**src/rtl/mclk_div_pkg.sv**
```systemverilog
package mclk_div_pkg;
  typedef enum logic {
    SEL_DIVIDE = 1'b0,
    SEL_FRACT  = 1'b1
  } ratio_sel_e;
endpackage

```
**src/rtl/mclk_ratio_regs.sv**
```systemverilog
module mclk_ratio_regs
  import mclk_div_pkg::*;
#(
  parameter int unsigned W = 8,
  parameter logic [W-1:0] RST_DIV_ENC = 1,
  parameter logic [W-1:0] RST_FRC_ENC = 0
) (
  input  logic         clk,
  input  logic         rst,
  input  logic         wr_en,
  input  logic         wr_sel,
  input  logic [W-1:0] wr_data,
  input  logic         load,
  output logic [W:0]   div_q,
  output logic [W:0]   frc_q,
  output logic         busy
);
  localparam int unsigned VW = W + 1;
  localparam logic [VW-1:0] RST_DIV_FULL = {1'b0, RST_DIV_ENC} + 1'b1;
  localparam logic [VW-1:0] RST_FRC_FULL = {1'b0, RST_FRC_ENC} + 1'b1;
  localparam logic [VW-1:0] RST_FRC_EFF =
    ({RST_FRC_FULL, 1'b0} > {1'b0, RST_DIV_FULL}) ? (RST_DIV_FULL >> 1) : RST_FRC_FULL;

  logic [W-1:0]  pnd_div, pnd_frc;
  logic [VW-1:0] div_full, frc_full, frc_eff;

  // decode minus-one encoding and clamp fract to at most half of divide
  always_comb begin
    div_full = {1'b0, pnd_div} + 1'b1;
    frc_full = {1'b0, pnd_frc} + 1'b1;
    if ({frc_full, 1'b0} > {1'b0, div_full}) frc_eff = div_full >> 1;
    else                                     frc_eff = frc_full;
  end

  always_ff @(posedge clk) begin
    if (rst) begin
      pnd_div <= RST_DIV_ENC;
      pnd_frc <= RST_FRC_ENC;
      div_q   <= RST_DIV_FULL;
      frc_q   <= RST_FRC_EFF;
      busy    <= 1'b0;
    end else begin
      if (wr_en) begin
        if (ratio_sel_e'(wr_sel) == SEL_FRACT) pnd_frc <= wr_data;
        else                                   pnd_div <= wr_data;
      end
      if (load) begin
        div_q <= div_full;
        frc_q <= frc_eff;
      end
      if (wr_en)     busy <= 1'b1;
      else if (load) busy <= 1'b0;
    end
  end
endmodule

```
**src/rtl/mclk_accum.sv**
```systemverilog
module mclk_accum #(
  parameter int unsigned W = 8
) (
  input  logic       clk,
  input  logic       rst,
  input  logic       en,
  input  logic [W:0] div_q,
  input  logic [W:0] frc_q,
  input  logic       load,
  output logic       hit,
  output logic       mclk
);
  localparam int unsigned AW = W + 3;

  logic [AW-1:0] acc, sum, div_ext;

  always_comb begin
    div_ext = {2'b00, div_q};
    sum     = acc + {1'b0, frc_q, 1'b0};
    hit     = en && (sum >= div_ext);
  end

  always_ff @(posedge clk) begin
    if (rst || !en) begin
      acc  <= '0;
      mclk <= 1'b0;
    end else begin
      if (hit)       mclk <= ~mclk;
      if (load)      acc  <= '0;
      else if (hit)  acc  <= sum - div_ext;
      else           acc  <= sum;
    end
  end
endmodule

```
**src/rtl/mclk_frac_div.sv**
```systemverilog
module mclk_frac_div #(
  parameter int unsigned W = 8,
  parameter logic [W-1:0] RST_DIV_ENC = 1,
  parameter logic [W-1:0] RST_FRC_ENC = 0
) (
  input  logic         clk,
  input  logic         rst,
  input  logic         cfg_wr,
  input  logic         cfg_sel,
  input  logic [W-1:0] cfg_wdata,
  input  logic         out_en,
  output logic         busy,
  output logic         mclk_o,
  output logic         mclk_oe
);
  logic [W:0] div_act, frc_act;
  logic       hit, load;

  // apply pending ratio at an output edge, or at once while disabled
  assign load = busy && (!out_en || hit);

  mclk_ratio_regs #(
    .W(W), .RST_DIV_ENC(RST_DIV_ENC), .RST_FRC_ENC(RST_FRC_ENC)
  ) u_regs (
    .clk(clk), .rst(rst), .wr_en(cfg_wr), .wr_sel(cfg_sel), .wr_data(cfg_wdata),
    .load(load), .div_q(div_act), .frc_q(frc_act), .busy(busy)
  );

  mclk_accum #(.W(W)) u_acc (
    .clk(clk), .rst(rst), .en(out_en), .div_q(div_act), .frc_q(frc_act),
    .load(load), .hit(hit), .mclk(mclk_o)
  );

  always_ff @(posedge clk) begin
    if (rst) mclk_oe <= 1'b0;
    else     mclk_oe <= out_en;
  end
endmodule

```
**config.mk**
```make
export PLATFORM = sky130hd
export DESIGN_NAME = mclk_frac_div
export DESIGN_NICKNAME = d
export VERILOG_FILES = /design/src/rtl/mclk_div_pkg.sv /design/src/rtl/mclk_ratio_regs.sv /design/src/rtl/mclk_accum.sv /design/src/rtl/mclk_frac_div.sv
export SDC_FILE = /design/constraint.sdc
export NUM_CORES = 1
export LEC_CHECK = 0
export BUFFER_PORTS_ARGS = -buffer_cell sky130_fd_sc_hd__buf_2
export CELL_PAD_IN_SITES_DETAIL_PLACEMENT = 0
export CELL_PAD_IN_SITES_GLOBAL_PLACEMENT = 1
export CORE_ASPECT_RATIO = 1.4
export CORE_MARGIN = 2
export CORE_UTILIZATION = 42
export DETAILED_ROUTE_END_ITERATION = 16
export GPL_ROUTABILITY_DRIVEN = 0
export PLACE_DENSITY_LB_ADDON = 0.1
export SYNTH_ARGS = -nofsm -noshare
export SYNTH_HDL_FRONTEND = slang
export SYNTH_SLANG_ARGS = --single-unit
```
**constraint.sdc**
```tcl
create_clock -name clk -period 3.74 [get_ports clk]
set_clock_uncertainty 0.15 [all_clocks]
set_input_delay 0.374 -clock clk [delete_from_list [all_inputs] [get_ports clk]]
set_output_delay 0.374 -clock clk [all_outputs]
set_load 0.05 [all_outputs]
```
==> results of run 1 <==
-- flip-flops by register name, indices dropped and copies added (netlist names) --
register,cells
u_regs.pnd_div,8
u_regs.div_q,9
u_regs.frc_q,9
u_acc.mclk,1
u_regs.busy,1
u_acc.acc,11
u_regs.pnd_frc,8
mclk_oe,1
-- kinds of logic after synthesis --
kind of cell	after synthesis	share of synthesized area, %
AO/OA/AOI/OAI	106	23.7
XOR/XNOR	25	7.02
adder cells (fa/ha/maj)	29	12.1
buffers and inverters	39	4.73
flip-flops	48	30.8
multiplexers	10	3.45
AND/OR/NAND/NOR	124	18.2
-- Yosys cell counts, types with 10 or more instances --
master / instances / area share [%]
dfxtp_1: 48 / 31
nand2_1: 46 / 5.5
a21oi_1: 32 / 5.1
nor2_1: 28 / 3.4
ha_1: 27 / 11
nand3_1: 26 / 4.2
inv_1: 21 / 2.5
clkbuf_1: 14 / 1.7
xor2_1: 13 / 3.6
xnor2_1: 12 / 3.4
a211oi_1: 10 / 2.4
-- repair_timing --
item | 4_1_cts | 5_1_grt
setup buffers | 5 | 2
pin swaps | 8 | 2
gates resized for setup | 17 | 16
setup endpoints to repair | 31 | 31
cloned | 1 | 1
-- worst max-delay path by stage --
| stage | to | startpoint | slack [ns] |
|---|---|---|---|
| after global routing | u_regs.frc_q[2] | u_regs.frc_q[0] | -0.31 |
| final | u_regs.frc_q[1] | u_regs.frc_q[0] | -0.16 |
| after global placement | u_regs.frc_q[3] | u_regs.frc_q[0] | -0.49 |
| after floorplan | u_regs.frc_q[1] | u_acc.acc[1] | -0.28 |
| after detailed placement | u_regs.frc_q[7] | u_regs.frc_q[0] | -0.51 |
| after CTS | u_regs.frc_q[1] | u_regs.frc_q[0] | -0.14 |
-- power groups by stage --
stage / Clock [mW] / Combinational, mW / Sequential [mW]
global placement: 0 / 1.64 / 0.632
floorplan: 0 / 1.07 / 0.633
finish: 0.424 / 1.95 / 0.623
detailed placement: 0 / 1.65 / 0.632
global route: 0.455 / 2.12 / 0.629
CTS: 0.429 / 1.87 / 0.621
-- cell usage in the layout (no fill, tap or decap), types with 11 or more instances in the layout --
| master | n |
|---|---|
| nand2_1 | 46 |
| dfxtp_1 | 46 |
| buf_4 | 44 |
| a21oi_1 | 28 |
| nor2_1 | 27 |
| nand3_1 | 26 |
| ha_1 | 26 |
| inv_1 | 20 |
| buf_2 | 16 |
| xor2_1 | 13 |
| xnor2_1 | 11 |
-- tightest hold or removal path: stages --
cell and delay (ns):
buf_2 0.10, nand2_1 0.05, a21oi_1 0.05
-- routing by layer --
| layer | part of all wire [%] | track usage (%) |
|---|---|---|
| met5 | 0 | 0 |
| met3 | 2.2 | 3.23 |
| met4 | 2.2 | 8.57 |
| met2 | 58 | 46.9 |
| met1 | 38 | 24.3 |
-- cell type report --
cell class	instances	area [sq um]
timing repair buffer	64	455
sequential	48	966
inverter	22	82.6
clock buffer	7	96.3
tap	97	121
clock inverter	1	30.0
fill	735	3400
multi-input combinational	294	2120
==> metrics.md, run 1 <==
| Metric | Value |
|---|---|
| Setup-failing EPs final | `29` |
| Clk root buf | `clkbuf_8` |
| CTS tree | `built` |
| CP Max Fanout | `3` |
| Syn_nets | `423` |
| Reg-to-reg endpoint | `u_regs.frc_q[1]` |
| Worst Hold Launch | `cfg_wdata[4]` |
| Design area | `3870 sq um` |
| CTS hold repair buffers | `0` |
| Int Power | `~1.8 mW` |
| Via density | `between 5 and 6` |
| DIE WIDTH | `a little under 80 um` |
| Final setup TNS | `-2.34 ns` |
| Die height | `106 um` |
| Net Sw Power | `1.25 mW` |
| Starting DRT DRC Count | `79` |
| GRT Overall Usage | `23.5%` |
| Initial antenna violation count | `0` |
| Total Die Area | `8140 sq um` |
| Crit end category | `flip-flop` |
| Ys async rst share | `0%` |
| Switching Fraction | `41.6%` |
| Pre-antenna DRT Iters | `4` |
| Crit path kind | `reg -> reg` |
| Clock-pin transition on the worst setup and hold timing paths | `about 0.10 ns` |
| Global-route wire length before repair | `approximately 15000 um` |
| Max cap viols | `0` |
| Port buffer count | `15` |
| Antenna Cells | `0` |
| Post-synthesis cell count | `381` |
| Mean post-synth cell area | `8.19 sq um` |
| # placed instances | `517` |
| # clock sinks | `48` |
| HP Class | `in -> reg` |
| Hold Slack | `0.152 ns` |
| #FFs+latches synth | `48` |
| Leak pwr | `1.69 nW` |
| Cell Count, Final, Fillers Out | `533` |
| Fmax achieved | `~260 MHz` |
| R2r worst-path depth | `15` |
| Synth warn | `0` |
| Critical path required time | `3.80 ns` |
| I/O pins | `16` |
| Final net count | `around 480` |
| Worst slew pin tran | `0.971 ns` |
| Dpl ws | `-0.507 ns` |
| Failing checks | `setup timing` |
| Total power | `3.00 mW` |
| WP data arrival | `3.96 ns` |
| Distinct cells, synth | `52` |
| Combinational Power Share | `65.1%` |
| Fin. Hold Viols | `0` |
| CP bufs+invs | `1` |
| Sequential power share | `20.8%` |
| DRC viols | `0` |
| Hold Path End | `u_regs.pnd_div[4]` |
| Final period utilization | `104%` |
| Fin. max-slew vios | `0` |
| DP Area | `3580 sq um` |
| R2R Setup Slk | `-0.16 ns` |
| Power density cells | `775 nW/um^2` |
| Core Area | `between 7000 and 8000 sq um` |
| Inserted Clock Buffers | `5` |
| Setup ws final | `-0.162 ns` |
| Initial Util | `a little over two fifths` |
| CP max-delay cell | `or4_4` |
| R2r startpoint | `u_regs.frc_q[0]` |
| Clock power share | `14.2%` |
| Synthesized area | `3120 sq um` |
| Slowest stage delay, CP | `0.45 ns` |
| Post-route ant nets | `0` |
| Wire per inst | `~17 um` |
| RSZ-0062 raised after global routing | `yes` |
| Outcome | `finished with violations` |
| Type of origin of the critical path | `flip-flop` |
| CTS H-tree lvls | `2` |
| Area growth syn-to-layout | `24.0%` |
| Detailed-route via count | `2890` |
| Fraction of layout instances using a drive strength above 1 | `22.9%` |
| Clock latency on the worst-skew pair | `between 0.3 and 0.4 ns` |
| CTS Buffer Depth | `2` |
| CP cell instances | `ha_4 -> inv_2 -> fa_2 -> nor2b_4 -> o21a_1 -> nor2_2 -> xnor2_2 -> ha_1 -> a21o_1 -> a221o_1 -> a31oi_2 -> o21ai_2 -> or4_4 -> o31ai_4 -> mux2_4` |
| Worst Hold Depth | `3` |
| EDFF count, synth | `0` |
| Fin util | `53.2%` |
| Sequential fraction of the synthesis area | `30.8%` |
| Worst relative slew slack | `34.8%` |
| Minimum clock period | `3.90 ns` |
| Drt total wl | `9140 um` |
| Max VDD drop | `369 uV` |
| Prevailing post-synth register cell | `dfxtp_1` |
| Grt ovf | `0` |
| DP HPWL | `7030 um` |
| Stages on worst setup path | `15` |
| Delay-heaviest family, CP | `compound AO/OA/AOI/OAI gates` |
| Vias in the first global route | `around 2900` |
| Placement row count | `37` |
| Pin count of the biggest net entering global routing | `37` |
No activity file was read; power rests on OpenSTA's default activity.
==> inputs of run 2 (changes only) <==
--- a/config.mk
+++ b/config.mk
@@ -10,7 +10,8 @@
 export CELL_PAD_IN_SITES_GLOBAL_PLACEMENT = 1
 export CORE_ASPECT_RATIO = 1.4
 export CORE_MARGIN = 2
-export CORE_UTILIZATION = 42
+export CORE_UTILIZATION = 43
+export CTS_BUF_LIST = sky130_fd_sc_hd__clkbuf_8
 export DETAILED_ROUTE_END_ITERATION = 16
 export GPL_ROUTABILITY_DRIVEN = 0
 export PLACE_DENSITY_LB_ADDON = 0.1
==> metrics.md, run 2 (synthesis results as in run 1) <==
| Metric | Value |
|---|---|
| Power density cells | `776 nW/um^2` |
| Total power | `3.01 mW` |
| Grt ovf | `0` |
| Clock latency on the worst-skew pair | `0.30 ns` |
| Fin util | `between 50% and 60%` |
| Outcome | `finished with violations` |
| Vias in the first global route | `2882` |
| Reg-to-reg endpoint | `u_regs.frc_q[1]` |
| GRT Overall Usage | `a little under a quarter` |
| R2r worst-path depth | `15` |
| Drt total wl | `8800 um` |
| Clk root buf | `clkbuf_8` |
| Fin. max-slew vios | `0` |
| Cell Count, Final, Fillers Out | `531` |
| R2R Setup Slk | `-0.23 ns` |
| Core Area | `6980 sq um` |
| Setup ws final | `-0.230 ns` |
| Initial Util | `44.7%` |
| Commonest cells after routing, fill and taps aside | `46 x nand2_1, 46 x dfxtp_1, 41 x buf_4, 28 x nor2_1, 27 x a21oi_1` |
| Design area | `3870 sq um` |
| Initial antenna violation count | `0` |
| Critical path required time | `approximately 3.8 ns` |
| Worst relative slew slack | `48.6%` |
| Fraction of layout instances using a drive strength above 1 | `23.9%` |
| Wire per inst | `16.6 um` |
| Leak pwr | `1.66 nW` |
| Clock-pin transition on the worst setup and hold timing paths | `0.09 ns` |
| Hold Path End | `u_regs.pnd_div[0]` |
| Crit path kind | `reg -> reg` |
| Setup-failing EPs final | `31` |
| Worst Hold Launch | `cfg_wdata[0]` |
| R2r startpoint | `u_regs.frc_q[0]` |
| Detailed-route via count | `roughly 2900` |
| Hold Slack | `between 0.15 and 0.2 ns` |
| Inserted Clock Buffers | `5` |
| Antenna Cells | `0` |
| CTS hold repair buffers | `0` |
| CP Max Fanout | `3` |
| Worst slew pin tran | `0.766 ns` |
| HP Class | `in -> reg` |
| Area growth syn-to-layout | `24.1%` |
| # clock sinks | `48` |
| Failing checks | `setup timing` |
| Port buffer count | `15` |
| Minimum clock period | `between 3 and 4 ns` |
| Total Die Area | `7960 sq um` |
| Final period utilization | `106%` |
| CTS H-tree lvls | `2` |
| # placed instances | `512` |
| DP HPWL | `6830 um` |
| Placement row count | `36` |
| Biggest regs | `u_acc.acc x11, u_regs.div_q x9, u_regs.frc_q x9` |
| Type of origin of the critical path | `flip-flop` |
| Final net count | `477` |
| Final setup TNS | `-5.17 ns` |
| Fmax achieved | `252 MHz` |
| Post-route ant nets | `0` |
| WP data arrival | `4.02 ns` |
| Global-route wire length before repair | `~14000 um` |
| DP Area | `between 3000 and 4000 sq um` |
| Pin count of the biggest net entering global routing | `38` |
| Via density | `between 5 and 6` |
| CTS Buffer Depth | `2` |
| Starting DRT DRC Count | `109` |
| RSZ-0062 raised after global routing | `yes` |
| Pre-antenna DRT Iters | `4` |
| Fin. Hold Viols | `0` |
| Die height | `105 um` |
| Most flops, register | `u_acc.acc` |
| Crit end category | `flip-flop` |
| Worst Hold Depth | `3` |
| Max reg flops | `11` |
| Dpl ws | `-0.295 ns` |
| DRC viols | `0` |
| I/O pins | `16` |
| Max cap viols | `0` |
| DIE WIDTH | `76.0 um` |
| CTS tree | `built` |
| Max VDD drop | `403 uV` |
==> run 2: cell count changes in the layout (fill, tap and decap cells not counted), sizes merged <==
| cell | change |
|---|---|
| clkinvlp | +2 |
| clkbuf | -1 |
| bufinv | -1 |
==> run 2: metal layers <==
layer,global-route usage (%),part of all wire [%],vias up
li1,-,-,1487
met1,23.1,38,1374
met2,45.0,55,63
met3,2.76,2.2,25
met4,10.4,4.6,0
met5,0,0,-
==> run 2: repair_timing <==
item	CTS	global route
cloned	0	1
pin swaps	5	7
gates resized for setup	14	23
setup endpoints to repair	30	31
setup buffers	3	7
==> run 2: worst max path at each step <==
stage	start	endpoint	slack (ns)	cells after the start
2_1_floorplan	u_acc.acc[1]	u_regs.frc_q[1]	-0.28	16
3_3_place_gp	u_regs.frc_q[0]	u_regs.frc_q[5]	-0.27	16
3_5_place_dp	u_regs.frc_q[0]	u_regs.frc_q[4]	-0.29	16
4_1_cts	u_regs.frc_q[0]	u_regs.frc_q[1]	-0.15	15
5_1_grt	u_regs.frc_q[0]	u_acc.acc[2]	-0.44	20
6_report	u_regs.frc_q[0]	u_regs.frc_q[1]	-0.23	15
==> run 2: report_power, final <==
part / total, mW / internal [mW] / switching (mW)
sequential: 0.624 / 0.574 / 0.0493
clock: 0.332 / 0.150 / 0.182
combinational: 2.05 / 1.01 / 1.04
total: 3.01 / 1.74 / 1.27
==> run 2: worst max-delay path, stage by stage (launching register included) <==
cell and delay (ns):
dfxtp_2 0.36, ha_4 0.14, inv_2 0.04, fa_2 0.38
nor2b_4 0.14, o21a_1 0.14, nor2_1 0.05, xnor2_1 0.27
ha_1 0.33, a21o_1 0.17, a221o_1 0.32, a31oi_2 0.20
o21ai_2 0.10, or4_4 0.45, o31ai_4 0.28, mux2_4 0.32
==> run 2: final cells by class <==
cell class | instances | area [sq um]
Fill cell | 688 | 3110
Multi-Input combinational cell | 294 | 2140
Sequential cell | 48 | 963
Timing Repair Buffer | 64 | 473
Tap cell | 95 | 119
Clock buffer | 6 | 82.6
Inverter | 22 | 82.6
Clock inverter | 2 | 15.0
==> inputs of run 3 (changes only) <==
--- a/config.mk
+++ b/config.mk
@@ -15,6 +15,7 @@
 export DETAILED_ROUTE_END_ITERATION = 16
 export GPL_ROUTABILITY_DRIVEN = 0
 export PLACE_DENSITY_LB_ADDON = 0.1
+export SKIP_CTS_REPAIR_TIMING = 1
 export SYNTH_ARGS = -nofsm -noshare
 export SYNTH_HDL_FRONTEND = slang
 export SYNTH_SLANG_ARGS = --single-unit
==> metrics.md, run 3 (synthesis results as in run 1) <==
| Metric | Value |
|---|---|
| Outcome | `finished with violations` |
| Failing checks | `setup timing` |
| Stages on worst setup path | `15` |
| Grt ovf | `0` |
| Fillers | `710` |
| Type of origin of the critical path | `flip-flop` |
| HP Class | `in -> reg` |
| CP Max Fanout | `3` |
| Fin. max-slew vios | `0` |
| Minimum clock period | `3.84 ns` |
| Vias in the first global route | `between 2000 and 3000` |
| Pin count of the biggest net entering global routing | `38` |
| Clock latency on the worst-skew pair | `about 0.30 ns` |
| R2r startpoint | `u_regs.frc_q[0]` |
| R2r worst-path depth | `15` |
| Starting DRT DRC Count | `107` |
| CP max-delay cell | `or4_4` |
| Combinational Power Share | `between 60% and 70%` |
| Final net count | `approximately 470` |
| Biggest regs | `u_acc.acc x11, u_regs.div_q x9, u_regs.frc_q x9` |
| FF+latch area | `963 sq um` |
| DRC viols | `0` |
| Drt total wl | `8840 um` |
| Fin util | `54.5%` |
| Commonest cells after routing, fill and taps aside | `46 x nand2_1, 46 x dfxtp_1, 40 x buf_4, 29 x a21oi_1, 27 x nor2_1` |
| Detailed-route via count | `slightly below 3000` |
| Most flops, register | `u_acc.acc` |
| WP data arrival | `between 3 and 4 ns` |
| Net Sw Power | `1.21 mW` |
| Crit path kind | `reg -> reg` |
| Slowest stage delay, CP | `0.45 ns` |
| Pre-antenna DRT Iters | `4` |
| Setup crit end | `u_regs.frc_q[1]` |
| Max VDD drop | `362 uV` |
| Post-route ant nets | `0` |
| Power density cells | `735 nW/um^2` |
| Max cap viols | `0` |
| Placement row count | `36` |
| Final setup TNS | `-0.900 ns` |
| Clock-pin transition on the worst setup and hold timing paths | `0.09 ns` |
| Initial antenna violation count | `0` |
| Hold Slack | `0.156 ns` |
| Wire per inst | `roughly 17 um` |
| CP cell instances | `ha_4 -> inv_2 -> fa_2 -> nor2b_4 -> o21a_1 -> nor2_2 -> xnor2_2 -> ha_4 -> a21o_1 -> a221o_1 -> a31oi_2 -> o21ai_2 -> or4_4 -> o31ai_4 -> mux2_4` |
| Leak pwr | `1.64 nW` |
| Footprint of the multi-input gates | `between 2000 and 2500 sq um` |
| Crit end category | `flip-flop` |
| CTS tree | `built` |
| GRT Overall Usage | `22.5%` |
| Setup-failing EPs final | `19` |
| # clock sinks | `between 40 and 50` |
| Fin. Hold Viols | `0` |
| Antenna Cells | `0` |
| Sequential power share | `22.3%` |
| Most used cell, CP | `ha_4` |
| Total Die Area | `7960 sq um` |
| Final period utilization | `103%` |
| Worst relative slew slack | `between 40% and 50%` |
| Fraction of layout instances using a drive strength above 1 | `22.0%` |
| DP HPWL | `roughly 6800 um` |
| Critical path required time | `3.79 ns` |
| Int Power | `roughly 1.6 mW` |
| Global-route wire length before repair | `about 14000 um` |
| Clock power share | `11.9%` |
| Crit path from | `u_regs.frc_q[0]` |
| Port buffer count | `15` |
| Core Area | `6980 sq um` |
| I/O pins | `16` |
| Dpl ws | `-0.295 ns` |
| Area growth syn-to-layout | `21.9%` |
| Via density | `5.52` |
| Inserted Clock Buffers | `5` |
| Reg-to-reg endpoint | `u_regs.frc_q[1]` |
| Worst Hold Launch | `cfg_wdata[0]` |
| Switching Fraction | `43.4%` |
| CP bufs+invs | `1` |
| Clk root buf | `clkbuf_8` |
| Initial Util | `between 40 and 50%` |
| RSZ-0062 raised after global routing | `yes` |
| Setup ws final | `-0.0971 ns` |
| Fmax achieved | `around 260 MHz` |
| Max reg flops | `11` |
| Die height | `around 100 um` |
| Delay-heaviest family, CP | `compound AO/OA/AOI/OAI gates` |
| Worst slew pin tran | `0.789 ns` |
| CTS Buffer Depth | `2` |
| CTS H-tree lvls | `2` |
| R2R Setup Slk | `-0.1 ns` |
| DIE WIDTH | `76.0 um` |
## run 3: cell count changes in the layout (fill, tap and decap cells not counted), moves of 2 or more
| cell | change |
|---|---|
| a21oi_1 | +2 |
| a21oi_2 | -2 |
| buf_6 | -5 |
| nand3_1 | +4 |
| nand3_2 | -4 |
## run 3: through the flow
stage | power (mW) | cell area [sq um] | cells
6_report | 2.79 | 3800 | 526
2_1_floorplan | 1.70 | 3150 | 381
3_5_place_dp | 2.22 | 3560 | 512
3_3_place_gp | 2.22 | 3560 | 512
4_1_cts | 2.56 | 3650 | 520
5_1_grt | 2.97 | 3800 | 526
## run 3: metal layers
metal	global-route usage (%)	wire, um	up-vias
met4	10.3	359	0
met5	0	0	-
met1	23.2	3350	1349
li1	-	-	1478
met3	2.68	242	22
met2	44.5	4890	54
## run 3: worst reg2reg max path, cell delays in order (launching register included)
cell	delay, ns
dfxtp_2	0.36
ha_4	0.14
inv_2	0.04
fa_2	0.36
nor2b_4	0.13
o21a_1	0.15
nor2_2	0.05
xnor2_2	0.25
ha_4	0.26
a21o_1	0.16
a221o_1	0.33
a31oi_2	0.19
o21ai_2	0.10
or4_4	0.45
o31ai_4	0.28
mux2_4	0.32
## run 3: area by class of cell
cell class                 count  share of cell area [%]
inverter                      22                    2.17
clock buffer                   6                    2.17
timing repair buffer          59                    10.9
clock inverter                 2                   0.395
multi-input combinational    294                    55.9
tap                           95                    3.12
sequential                    48                    25.3
## run 3: power by group through the flow
| stage | clock network [mW] | registers [mW] | logic (mW) |
|---|---|---|---|
| after floorplan | 0 | 0.633 | 1.07 |
| after global placement | 0 | 0.634 | 1.59 |
| after detailed placement | 0 | 0.634 | 1.58 |
| after CTS | 0.345 | 0.623 | 1.60 |
| after global routing | 0.361 | 0.632 | 1.98 |
| final | 0.331 | 0.624 | 1.84 |
## run 3: worst min-delay path by stage
| stage | endpoint | slack [ns] | cells after the start |
|---|---|---|---|
| finish | u_regs.pnd_div[0] | 0.16 | 3 |
| global route | u_regs.pnd_frc[0] | 0.16 | 3 |
| CTS | u_regs.pnd_div[0] | 0.14 | 3 |
| detailed placement | u_acc.acc[0] | 0.31 | 2 |
| global placement | u_acc.acc[0] | 0.31 | 2 |
| floorplan | u_regs.frc_q[2] | 0.29 | 2 |
